===== src/rtl/spi_regs_pkg.sv =====
package spi_regs_pkg;

  // Register 0 carries the port's own mode bits
  localparam int MODE_REG = 0;
  localparam int LSB_BIT  = 0;
  localparam int FOUR_BIT = 1;

  typedef enum logic [1:0] {
    PH_IDLE,
    PH_HDR,
    PH_DATA,
    PH_DONE
  } phase_t;

  // Strobes from control to datapath, one cycle wide unless noted
  typedef struct packed {
    logic start;      // csN fell
    logic shiftIn;    // rising sclk inside header or data
    logic bitVal;     // synchronized input bit
    logic hdrDone;    // last header bit arrives now
    logic byteDone;   // last bit of a data byte arrives now
    logic wrCommit;   // byteDone of a write
    logic shiftOut;   // falling sclk during read data phase
    logic readPhase;  // level: read data phase active
  } strobe_t;

endpackage


===== src/rtl/spi_regs_ctrl.sv =====
module spi_regs_ctrl
  import spi_regs_pkg::*;
#(
  parameter int DATA_W      = 8,
  parameter int CNT_W       = 2,
  parameter int SYNC_STAGES = 2
) (
  input  logic             clk,
  input  logic             rstN,
  input  logic             csN,
  input  logic             sclk,
  input  logic             sdioIn,
  input  logic             hdrRnw,
  input  logic [CNT_W-1:0] hdrCount,
  output strobe_t          stb
);

  localparam int BIT_W = $clog2(DATA_W);
  localparam logic [BIT_W-1:0] LAST_BIT = BIT_W'(DATA_W - 1);

  // synchronizer chain: {sdi, sclk, cs}
  logic [2:0] syncQ [SYNC_STAGES];

  always_ff @(posedge clk or negedge rstN) begin
    if (!rstN) begin
      for (int i = 0; i < SYNC_STAGES; i++) syncQ[i] <= 3'b001;
    end else begin
      syncQ[0] <= {sdioIn, sclk, csN};
      for (int i = 1; i < SYNC_STAGES; i++) syncQ[i] <= syncQ[i-1];
    end
  end

  logic csS, sclkS, sdiS;
  assign csS   = syncQ[SYNC_STAGES-1][0];
  assign sclkS = syncQ[SYNC_STAGES-1][1];
  assign sdiS  = syncQ[SYNC_STAGES-1][2];

  logic csD, sclkD;
  always_ff @(posedge clk or negedge rstN) begin
    if (!rstN) begin
      csD   <= 1'b1;
      sclkD <= 1'b0;
    end else begin
      csD   <= csS;
      sclkD <= sclkS;
    end
  end

  logic csFall, csRise, sRise, sFall;
  assign csFall = csD & ~csS;
  assign csRise = ~csD & csS;
  assign sRise  = ~sclkD & sclkS & ~csS;
  assign sFall  = sclkD & ~sclkS & ~csS;

  phase_t           phase;
  logic [BIT_W-1:0] bitCnt;
  logic [CNT_W-1:0] bytesLeft;
  logic             rnwQ;
  logic             lastBit;

  assign lastBit = (bitCnt == LAST_BIT);

  always_comb begin
    stb           = '0;
    stb.start     = csFall;
    stb.bitVal    = sdiS;
    stb.shiftIn   = sRise && (phase == PH_HDR || phase == PH_DATA);
    stb.hdrDone   = sRise && phase == PH_HDR && lastBit;
    stb.byteDone  = sRise && phase == PH_DATA && lastBit;
    stb.wrCommit  = stb.byteDone && !rnwQ;
    stb.shiftOut  = sFall && phase == PH_DATA && rnwQ;
    stb.readPhase = (phase == PH_DATA) && rnwQ;
  end

  always_ff @(posedge clk or negedge rstN) begin
    if (!rstN) begin
      phase     <= PH_IDLE;
      bitCnt    <= '0;
      bytesLeft <= '0;
      rnwQ      <= 1'b0;
    end else if (csS) begin
      phase <= PH_IDLE;                       // select released ends all
    end else if (csFall) begin
      phase  <= PH_HDR;
      bitCnt <= '0;
    end else if (sRise) begin
      case (phase)
        PH_HDR: begin
          if (lastBit) begin
            phase     <= PH_DATA;
            bitCnt    <= '0;
            bytesLeft <= hdrCount;            // count minus one
            rnwQ      <= hdrRnw;
          end else begin
            bitCnt <= bitCnt + 1'b1;
          end
        end
        PH_DATA: begin
          if (lastBit) begin
            bitCnt <= '0;
            if (bytesLeft == '0) phase <= PH_DONE;   // surplus ignored
            else bytesLeft <= bytesLeft - 1'b1;
          end else begin
            bitCnt <= bitCnt + 1'b1;
          end
        end
        default: ;
      endcase
    end
  end

  // a rise of the select always lands the control in idle
  a_r8_abort_idle: assert property (@(posedge clk) disable iff (!rstN)
    csRise |=> phase == PH_IDLE);

  // bits are counted only on rising serial edges
  a_r2_count_on_rise: assert property (@(posedge clk) disable iff (!rstN)
    (!sRise && !csFall) |=> $stable(bitCnt));

endmodule


===== src/rtl/spi_regs_dpath.sv =====
module spi_regs_dpath
  import spi_regs_pkg::*;
#(
  parameter int ADDR_W = 5,
  parameter int DATA_W = 8,
  parameter int CNT_W  = 2
) (
  input  logic                            clk,
  input  logic                            rstN,
  input  strobe_t                         stb,
  output logic                            hdrRnw,
  output logic [CNT_W-1:0]                hdrCount,
  output logic                            outBit,
  output logic                            sdioOe,
  output logic                            sdoOe,
  output logic [(DATA_W<<ADDR_W)-1:0]     cfgRegs
);

  localparam int NUM_REGS = 1 << ADDR_W;

  logic [DATA_W-1:0] shiftQ, shiftNext, rdQ;
  logic [ADDR_W-1:0] addrQ, addrStep, hdrAddr;
  logic              lsbQ, fourQ, outBitQ;
  logic [DATA_W-1:0] regArr [NUM_REGS];

  // insertion side follows the latched order
  assign shiftNext = lsbQ ? {stb.bitVal, shiftQ[DATA_W-1:1]}
                          : {shiftQ[DATA_W-2:0], stb.bitVal};

  // instruction fields
  assign hdrRnw   = shiftNext[DATA_W-1];
  assign hdrCount = shiftNext[DATA_W-2 -: CNT_W];
  assign hdrAddr  = shiftNext[ADDR_W-1:0];

  // step direction follows the order, wraps naturally
  assign addrStep = lsbQ ? addrQ + 1'b1 : addrQ - 1'b1;

  always_ff @(posedge clk or negedge rstN) begin
    if (!rstN) begin
      shiftQ  <= '0;
      rdQ     <= '0;
      addrQ   <= '0;
      lsbQ    <= 1'b0;
      fourQ   <= 1'b0;
      outBitQ <= 1'b0;
    end else begin
      if (stb.start) begin
        lsbQ  <= regArr[MODE_REG][LSB_BIT];
        fourQ <= regArr[MODE_REG][FOUR_BIT];
      end
      if (stb.shiftIn) shiftQ <= shiftNext;
      if (stb.hdrDone) begin
        addrQ <= hdrAddr;
        rdQ   <= regArr[hdrAddr];
      end
      if (stb.byteDone) begin
        addrQ <= addrStep;
        rdQ   <= regArr[addrStep];
      end
      if (stb.shiftOut) begin           // launch on falling edge
        outBitQ <= lsbQ ? rdQ[0] : rdQ[DATA_W-1];
        rdQ     <= lsbQ ? (rdQ >> 1) : (rdQ << 1);
      end
    end
  end

  // Register bank
  for (genvar i = 0; i < NUM_REGS; i++) begin : g_reg
    logic [DATA_W-1:0] q;
    always_ff @(posedge clk or negedge rstN) begin
      if (!rstN) q <= '0;
      else if (stb.wrCommit && addrQ == ADDR_W'(i)) q <= shiftNext;
    end
    assign regArr[i] = q;
    assign cfgRegs[i*DATA_W +: DATA_W] = q;
  end

  // pin choice
  assign outBit = outBitQ;
  assign sdioOe = stb.readPhase & ~fourQ;
  assign sdoOe  = stb.readPhase & fourQ;

  // the bank only moves on a completed write byte
  a_r2_bank_hold: assert property (@(posedge clk) disable iff (!rstN)
    !stb.wrCommit |=> $stable(cfgRegs));

  // one address step per byte, in the latched direction
  a_r5_addr_step: assert property (@(posedge clk) disable iff (!rstN)
    stb.byteDone |=> addrQ == ($past(lsbQ) ? $past(addrQ) + ADDR_W'(1)
                                           : $past(addrQ) - ADDR_W'(1)));

  // the read bit moves only on falling serial edges
  a_r3_launch_on_fall: assert property (@(posedge clk) disable iff (!rstN)
    !stb.shiftOut |=> $stable(outBitQ));

endmodule


===== src/rtl/spi_regs_port.sv =====
module spi_regs_port
  import spi_regs_pkg::*;
#(
  parameter int ADDR_W      = 5,
  parameter int DATA_W      = 8,
  parameter int CNT_W       = 2,
  parameter int SYNC_STAGES = 2
) (
  input  logic                        clk,
  input  logic                        rstN,
  input  logic                        csN,
  input  logic                        sclk,
  input  logic                        sdioIn,
  output logic                        sdioOut,
  output logic                        sdioOe,
  output logic                        sdoOut,
  output logic                        sdoOe,
  output logic [(DATA_W<<ADDR_W)-1:0] cfgRegs
);

  strobe_t          stb;
  logic             hdrRnw;
  logic [CNT_W-1:0] hdrCount;
  logic             outBit;

  spi_regs_ctrl #(
    .DATA_W(DATA_W), .CNT_W(CNT_W), .SYNC_STAGES(SYNC_STAGES)
  ) i_ctrl (
    .clk(clk), .rstN(rstN), .csN(csN), .sclk(sclk), .sdioIn(sdioIn),
    .hdrRnw(hdrRnw), .hdrCount(hdrCount), .stb(stb)
  );

  spi_regs_dpath #(
    .ADDR_W(ADDR_W), .DATA_W(DATA_W), .CNT_W(CNT_W)
  ) i_dpath (
    .clk(clk), .rstN(rstN), .stb(stb), .hdrRnw(hdrRnw), .hdrCount(hdrCount),
    .outBit(outBit), .sdioOe(sdioOe), .sdoOe(sdoOe), .cfgRegs(cfgRegs)
  );

  assign sdioOut = outBit;
  assign sdoOut  = outBit;

endmodule


===== config.mk =====
export PLATFORM = sky130hd
export DESIGN_NAME = spi_regs_port
export DESIGN_NICKNAME = d
export VERILOG_FILES = /design/src/rtl/spi_regs_pkg.sv /design/src/rtl/spi_regs_ctrl.sv /design/src/rtl/spi_regs_dpath.sv /design/src/rtl/spi_regs_port.sv
export SDC_FILE = /design/constraint.sdc
export NUM_CORES = 1
export LEC_CHECK = 0
export CAP_MARGIN = 10
export CORE_MARGIN = 10
export CORE_UTILIZATION = 65
export DETAILED_ROUTE_END_ITERATION = 7
export DONT_BUFFER_PORTS = 1
export PLACE_DENSITY = 0.85
export SYNTH_ARGS = -nofsm -noshare
export SYNTH_HDL_FRONTEND = slang
export SYNTH_HIERARCHICAL = 1
export SYNTH_SLANG_ARGS = --single-unit

===== constraint.sdc =====
create_clock -name clk -period 6 [get_ports clk]
set_input_delay 0.9 -clock clk [delete_from_list [all_inputs] [get_ports clk]]
set_output_delay 0.9 -clock clk [all_outputs]
set_load 0.02 [all_outputs]

==> results of run 1 <==
==> cell usage after synthesis, drive strengths merged, types with 4 or more instances <==
cell type / instances
nor3: 27
o2111ai: 4
o22a: 5
o31ai: 5
a32o: 6
dfrtp: 293
o41ai: 5
a31oi: 14
nor3b: 8
nand4: 10
mux2: 8
o21ai: 102
o21bai: 5
nand2: 226
buf: 67
a22oi: 7
a32oi: 13
a21oi: 293
a211oi: 34
ha: 13
clkbuf: 91
and3: 22
mux2i: 83
a21o: 4
nand3: 48
a211o: 6
nor2: 326
nor4: 15
nor2b: 10
o22ai: 15
o221ai: 5
or3: 4
o211ai: 18
o2bb2ai: 6
nand3b: 5
and2: 12
inv: 26
a2111oi: 14
nand2b: 9
a221oi: 14
mux4: 25
==> state kept, by name, indices dropped and copies added (netlist names) <==
name and flops:
i_ctrl/sclkS 1, i_ctrl/sclkD 1, i_dpath/lsbQ 1, i_ctrl/csS 1, i_dpath/outBit 1, i_ctrl/rnwQ 1
i_ctrl/syncQ 3, i_ctrl/phase 2, i_dpath/rdQ 8, i_dpath/fourQ 1, i_dpath/shiftQ 8, i_ctrl/csD 1
i_ctrl/stb 1, i_dpath/g.q 256, i_ctrl/bytesLeft 2, i_dpath/addrQ 5, i_ctrl/bitCnt 3
==> routing by layer <==
metal,GRT usage [%],wire [um]
met5,0,24
met2,60.6,30200
met1,53.0,24500
met4,19.5,4710
met3,18.8,12800
==> power by group through the flow <==
stage / Sequential (uW) / Clock, uW / Combinational, uW
6_report: 2080 / 1780 / 1190
5_1_grt: 2080 / 1840 / 1200
4_1_cts: 2080 / 1760 / 1100
3_5_place_dp: 2110 / 0 / 1090
3_3_place_gp: 2110 / 0 / 1070
2_1_floorplan: 2080 / 0 / 690
==> area by class of cell <==
class | instances | share of cell area (%)
Timing Repair Buffer | 39 | 1.64
Clock inverter | 3 | 0.364
Clock buffer | 43 | 4.58
Antenna cell | 1 | 0.0140
Multi-Input combinational cell | 1470 | 49.0
Inverter | 26 | 0.546
Tap cell | 330 | 2.31
Sequential cell | 296 | 41.5
==> metrics by stage <==
step | utilization [%] | std cells | setup slack [ns]
final | 70.5 | 2208 | 1.34
after global routing | 70.5 | 2208 | 1.39
after CTS | 70.4 | 2205 | 1.98
after detailed placement | 67.0 | 2159 | 2.02
after global placement | 66.9 | 2158 | 2.06
after floorplan | - | 1950 | 2.33
==> critical path, delay by kind of cell (launching register included) <==
family                 cells  cell delay, ns
buffers and inverters      1            0.45
AND/OR/NAND/NOR            3            1.17
AO/OA/AOI/OAI              4            1.86
flip-flops                 1            1.02
==> how the worst min path moves through the flow <==
stage	endpoint	depth (start not counted)
after global routing	i_ctrl/bitCnt[2]	0
after detailed placement	i_ctrl/csS	0
after global placement	i_ctrl/sclkS	0
final	i_ctrl/bitCnt[2]	0
after CTS	i_dpath/lsbQ	0
after floorplan	i_ctrl/sclkS	0
==> cell families (layout without fill, tap and decap cells) <==
group           after synthesis  in the layout  synth area share [%]
compound gates              596            596                  21.5
simple gates                740            740                  19.5
other cells                   0              1                     0
xor+xnor                      5              5                 0.349
mux                         116            116                  8.86
flops                       296            296                  44.0
fa+ha+maj                    13             13                 0.966
buf+inv                     184            111                  4.82
==> results.md, run 1 <==
- Status: finished, violations left
- Failing checks: design-rule violations
- Initial DRT Pass Iterations: 8
- Sum Neg Setup Slack: 0 ns
- Fillers: 1929
- Chip height: 181 um
- Worst EP arrival: 5.15 ns
- Worst-path clk slew: 0.07 ns
- Post-Syn Area per Cell: 8.64 um2
- Combinational Power Share: 23.5%
- Largest net degree at the start of global routing: 297
- Syn Nets: 1968
- Net switching power: 1700 uW
- Clock root buffer: clkbuf_16
- Critical path endpoint category: register
- Iteration-0 DRC Markers: 3651
- TritonCTS Buffers: 28
- RSZ-0062 raised after global routing: no
- Startpoint Class: register
- Tmin final: 4.66 ns
- Sequential share of the synthesized area: 44.0%
- TritonCTS clock tree: yes
- Core Area: 25300 um2
- Resized cells post-CTS: 0
- Remaining DRCs: 7
- Max Clock Skew: 0.0148 ns
- Rel. slew slack: 9.42%
- Sw Ratio: 33.7%
- Cell chain of the critical path: buf_4, and3_1, or2_1, o22ai_1, a32o_1, o41ai_1, nor4_1, a41oi_2
- Commonest non-fill, non-tap cell in the layout: nor2_1
- Placer Congestion: 1.10
- DR vias: 16.9k
- Period utilization: 77.6%
- Worst hold slack: 0.0281 ns
- Ys flop type: dfrtp_1
- R2r worst-path depth: 8
- Sequential share of power: 41.3%
- Async set-or-reset flop fraction in the synthesized netlist: 100%
- Post-synth cell types: 86
- Max incr delay on CP: 1.16 ns
- Maximum clock insertion buffer count: 3
- Die area: 32700 um2
- Worst r2r src: i_dpath/lsbQ
- Pint: 3340 uW
- Dpl hpwl: 50.9 mm
- Worst VDD drop: 314 uV
- CP Capture Point: i_dpath/rdQ[1]
- Max_cap viols: 0
- Vias in the first global route: 15.7k
- DR vias/cell: 7.64
- Die X: 181 um
- Starting Density: 66.5%
- Area leader, netlist: dfrtp_1
- Fmax: 0.215 GHz
- Post-Route WL: 72.3 mm
- Setup Fix Bufs, Post-CTS: 0
- # setup viols final: 0
- Max-slew violations: 0
- Antenna violations before repair: 3
- GRT overflow: 0
- Hold WC Path Type: in2async
- Share of total power in the clock network: 35.2%
- Post-DP Area: 17000 um2
- DRT antenna net count: 0
- Layout cell share with drive strength beyond 1: 7.35%
- Final hold viol count: 0
- Nets@finish: 1879
- Synth area leaders: dfrtp_1 44%, a21oi_1 8.7%, nor2_1 7.2%, nand2_1 5.0%, mux2i_1 4.9%
- WS Path Type: reg2reg
- Global-route wire length before repair: 106 mm
- CTS sink count: 296
- # H-tree levels: 1
- CP Launch Point: i_dpath/lsbQ
- Layout area overhead: 6.05%
- Multi-input gate area: 8750 um2
- Register Area: 7410 um2
- Port bufs: 0
- Most frequent cells in the layout: 325 x nor2_1, 292 x a21oi_1, 292 x dfrtp_1
- Hold_buf cts: 0
- Synthesized cell area: 16800 um2
- CP Max Fanout: 64
- Reg2Reg Setup Slack: 1.34 ns
- I/O pin total: 265
- Post-route cell area: 17900 um2
- Cells after Synth: 1950
- Worst endpoint required time: 6.49 ns
- Row count: 58
- Gr usage total: 42.0%
- Number of enable flip-flop cells after synthesis: 0
- LEAKAGE: 0.00781 uW
- Wire length per cell: 32.7 um
- Total power draw: 5040 uW
- Tightest Pin Transition: 1.34 ns
- YS warnings: 6
- Worst R2R End: i_dpath/rdQ[1]
- #FFs+latches synth: 296
- Worst-skew pair later-pin latency: 0.57 ns
- Power per cell area: 282 nW/um2
- Crit-path slowest cell: o41ai_1
- Top cell type's share of synthesized area: 43.5%
(Power assumes the default switching activity.)
==> run 2, diff against run 1 <==
--- a/config.mk
+++ b/config.mk
@@ -7,10 +7,10 @@
 export LEC_CHECK = 0
 export CAP_MARGIN = 10
 export CORE_MARGIN = 10
-export CORE_UTILIZATION = 65
+export CORE_UTILIZATION = 58
 export DETAILED_ROUTE_END_ITERATION = 7
 export DONT_BUFFER_PORTS = 1
-export PLACE_DENSITY = 0.85
+export PLACE_DENSITY = 0.8
 export SYNTH_ARGS = -nofsm -noshare
 export SYNTH_HDL_FRONTEND = slang
 export SYNTH_HIERARCHICAL = 1
==> constraint.sdc (replaced) <==
create_clock -name clk -period 4.15 [get_ports clk]
set_input_delay 0.6225 -clock clk [delete_from_list [all_inputs] [get_ports clk]]
set_output_delay 0.6225 -clock clk [all_outputs]
set_load 0.02 [all_outputs]
==> run 2 against run 1 <==
Compared with the run above: the run ends with negative hold slack left; setup slack worse by 1.2 ns; power up 55%; sequential power up 47%; hold slack worse by 0.29 ns; utilization down 5.6 points; combinational power up 51%; clock power up 68%; flip-flop and latch count unchanged; cell count up 5.7%; die area up 11%; design area up 4.3%; critical endpoint unchanged; largest cell class unchanged; largest power group unchanged.
==> results.md, run 2 (synthesis gave the netlist of run 1 again) <==
- Critical path depth: 8
- Vias in the first global route: 16.2k
- R2r worst-path depth: 8
- Starting Density: 58.7%
- # H-tree levels: 1
- Cell chain of the critical path: mux2i_4, buf_4, nand2_1, a2bb2oi_1, a211oi_1, a2111oi_0, nor4_1, a41oi_2
- Fmax: 0.250 GHz
- TritonCTS Buffers: 30
- Tightest Pin Transition: 1.18 ns
- Antenna violations before repair: 4
- Status: finished, violations left
- DR vias: 17.3k
- Max incr delay on CP: 1.05 ns
- Combinational Power Share: 23.0%
- Final hold viol count: 296
- Worst VDD drop: 318 uV
- Chip height: 190 um
- CTS sink count: 296
- WS Path Type: reg2reg
- Die area: 36300 um2
- Core Area: 28700 um2
- Port bufs: 0
- M3 GR Usage: 16.5%
- Share of total power in the clock network: 38.1%
- DRT antenna net count: 0
- CP Max Fanout: 38
- Worst endpoint required time: 4.66 ns
- Worst-skew pair later-pin latency: 0.59 ns
- Worst hold slack: -0.265 ns
- RSZ-0062 raised after global routing: no
- Gr usage total: 42.6%
- Critical path endpoint category: register
- Most frequent cells in the layout: 325 x nor2_1, 292 x a21oi_1, 292 x dfrtp_1
- Sequential share of power: 38.9%
- Net switching power: 2660 uW
- Wire length per cell: 34.1 um
- Layout cell share with drive strength beyond 1: 11.0%
- Layout area overhead: 10.6%
- Setup Fix Bufs, Post-CTS: 0
- Sw Ratio: 33.9%
- DR vias/cell: 7.40
- Crit-path slowest cell: a2111oi_0
- Global route hottest layer: met2
- GRT overflow: 0
- Initial DRT Pass Iterations: 7
- Final core utilization: 64.9%
- Placed cells: 2274
- Non-Filler Instances: 2333
- Sum Neg Setup Slack: 0 ns
- Pint: 5180 uW
- Total power draw: 7840 uW
- Tmin final: 4.01 ns
- TritonCTS clock tree: yes
- Rel. slew slack: 19.4%
- Hold WC Path Type: in2async
- Post-route cell area: 18600 um2
- Max_cap viols: 0
- WP buf/inv: 1
- Iteration-0 DRC Markers: 3001
- Row count: 62
- Worst-path clk slew: 0.07 ns
- Die X: 190 um
- LEAKAGE: 0.00823 uW
- Remaining DRCs: 0
- Grt met1 use: 55.7%
- Dpl hpwl: 56.9 mm
- Resized cells post-CTS: 0
- Clock root buffer: clkbuf_16
- Nets@finish: 1940
- GR Layer Usage met2: 61.8%
- Largest net degree at the start of global routing: 297
- Period utilization: 96.5%
- Placer Congestion: 1.06
- Global-route wire length before repair: 115 mm
- Top delay family on crit path: compound AO/OA/AOI/OAI gates
- Worst EP arrival: 4.52 ns
- Max Clock Skew: 0.0183 ns
- Post-DP Area: 17500 um2
- Max reg flops: 256
- # setup viols final: 0
- Top flop regs: i_dpath/g.q x256, i_dpath/rdQ x8, i_dpath/shiftQ x8
- Most flop-heavy register: i_dpath/g.q
- Maximum clock insertion buffer count: 3
- Startpoint Class: register
- Post-Route WL: 79.6 mm
- I/O pin total: 265
- Max-slew violations: 0
- Power per cell area: 421 nW/um2
- Commonest non-fill, non-tap cell in the layout: nor2_1
- Failing checks: negative hold slack
==> run 2: cell count changes in the layout (fill, tap and decap cells not counted), sizes merged <==
cell / change
bufinv: +2
diode: +2
buf: +59
inv: +1
clkinv: +5
clkinvlp: +3
clkbuf: -1
==> run 2: final cells by class <==
type	instances	area, um2
clock buffers	42	897
repair buffers	98	786
inverters	26	97.6
well taps	384	480
flip-flops and latches	296	7410
multi-input cells	1470	8750
clock inverters	14	189
diodes	3	7.51
fillers	2329	10100
==> run 2: routing by layer <==
metal  part of all wire (%)  vias up
met4                    5.8        6
met2                     42     1586
met3                     16      360
met5                  0.062        -
li1                       -     6961
met1                     36     8360
==> run 2: per-stage QoR <==
stage / setup slack (ns) / hold WS (ns)
detailed placement: 0.419 / 0.337
CTS: 0.408 / -0.265
global route: 0.281 / -0.269
floorplan: 0.481 / 0.327
global placement: 0.393 / 0.335
finish: 0.144 / -0.265
==> run 2: final timing paths <==
path                                          endpoint            start  slack [ns]
worst max-delay path                    i_dpath/rdQ[1]     i_dpath/lsbQ        0.14
worst min-delay path            i_dpath/g_reg[29].q[7]             rstN       -0.26
worst max register to register          i_dpath/rdQ[1]     i_dpath/lsbQ        0.14
worst min register to register              i_ctrl/csS  i_ctrl/syncQ[3]        0.36
max in group asynchronous       i_dpath/g_reg[14].q[5]             rstN        3.73
min in group clk                       i_ctrl/syncQ[3]              csN        0.04
==> run 2: power groups by stage <==
stage	Combinational, uW	Clock (uW)	Sequential (uW)
6_report	1800	2990	3050
5_1_grt	1830	3080	3050
4_1_cts	1690	2980	3040
3_5_place_dp	1680	0	3090
3_3_place_gp	1660	0	3090
2_1_floorplan	998	0	3000
==> run 2: worst register-to-register path, delay by kind of cell (launching register included) <==
family / cells / cell delay (ns)
AOI/OAI and AO/OA: 4 / 1.48
muxes: 1 / 0.91
DFF: 1 / 0.75
and+or+nand+nor: 2 / 0.40
buffers and inverters: 1 / 0.39
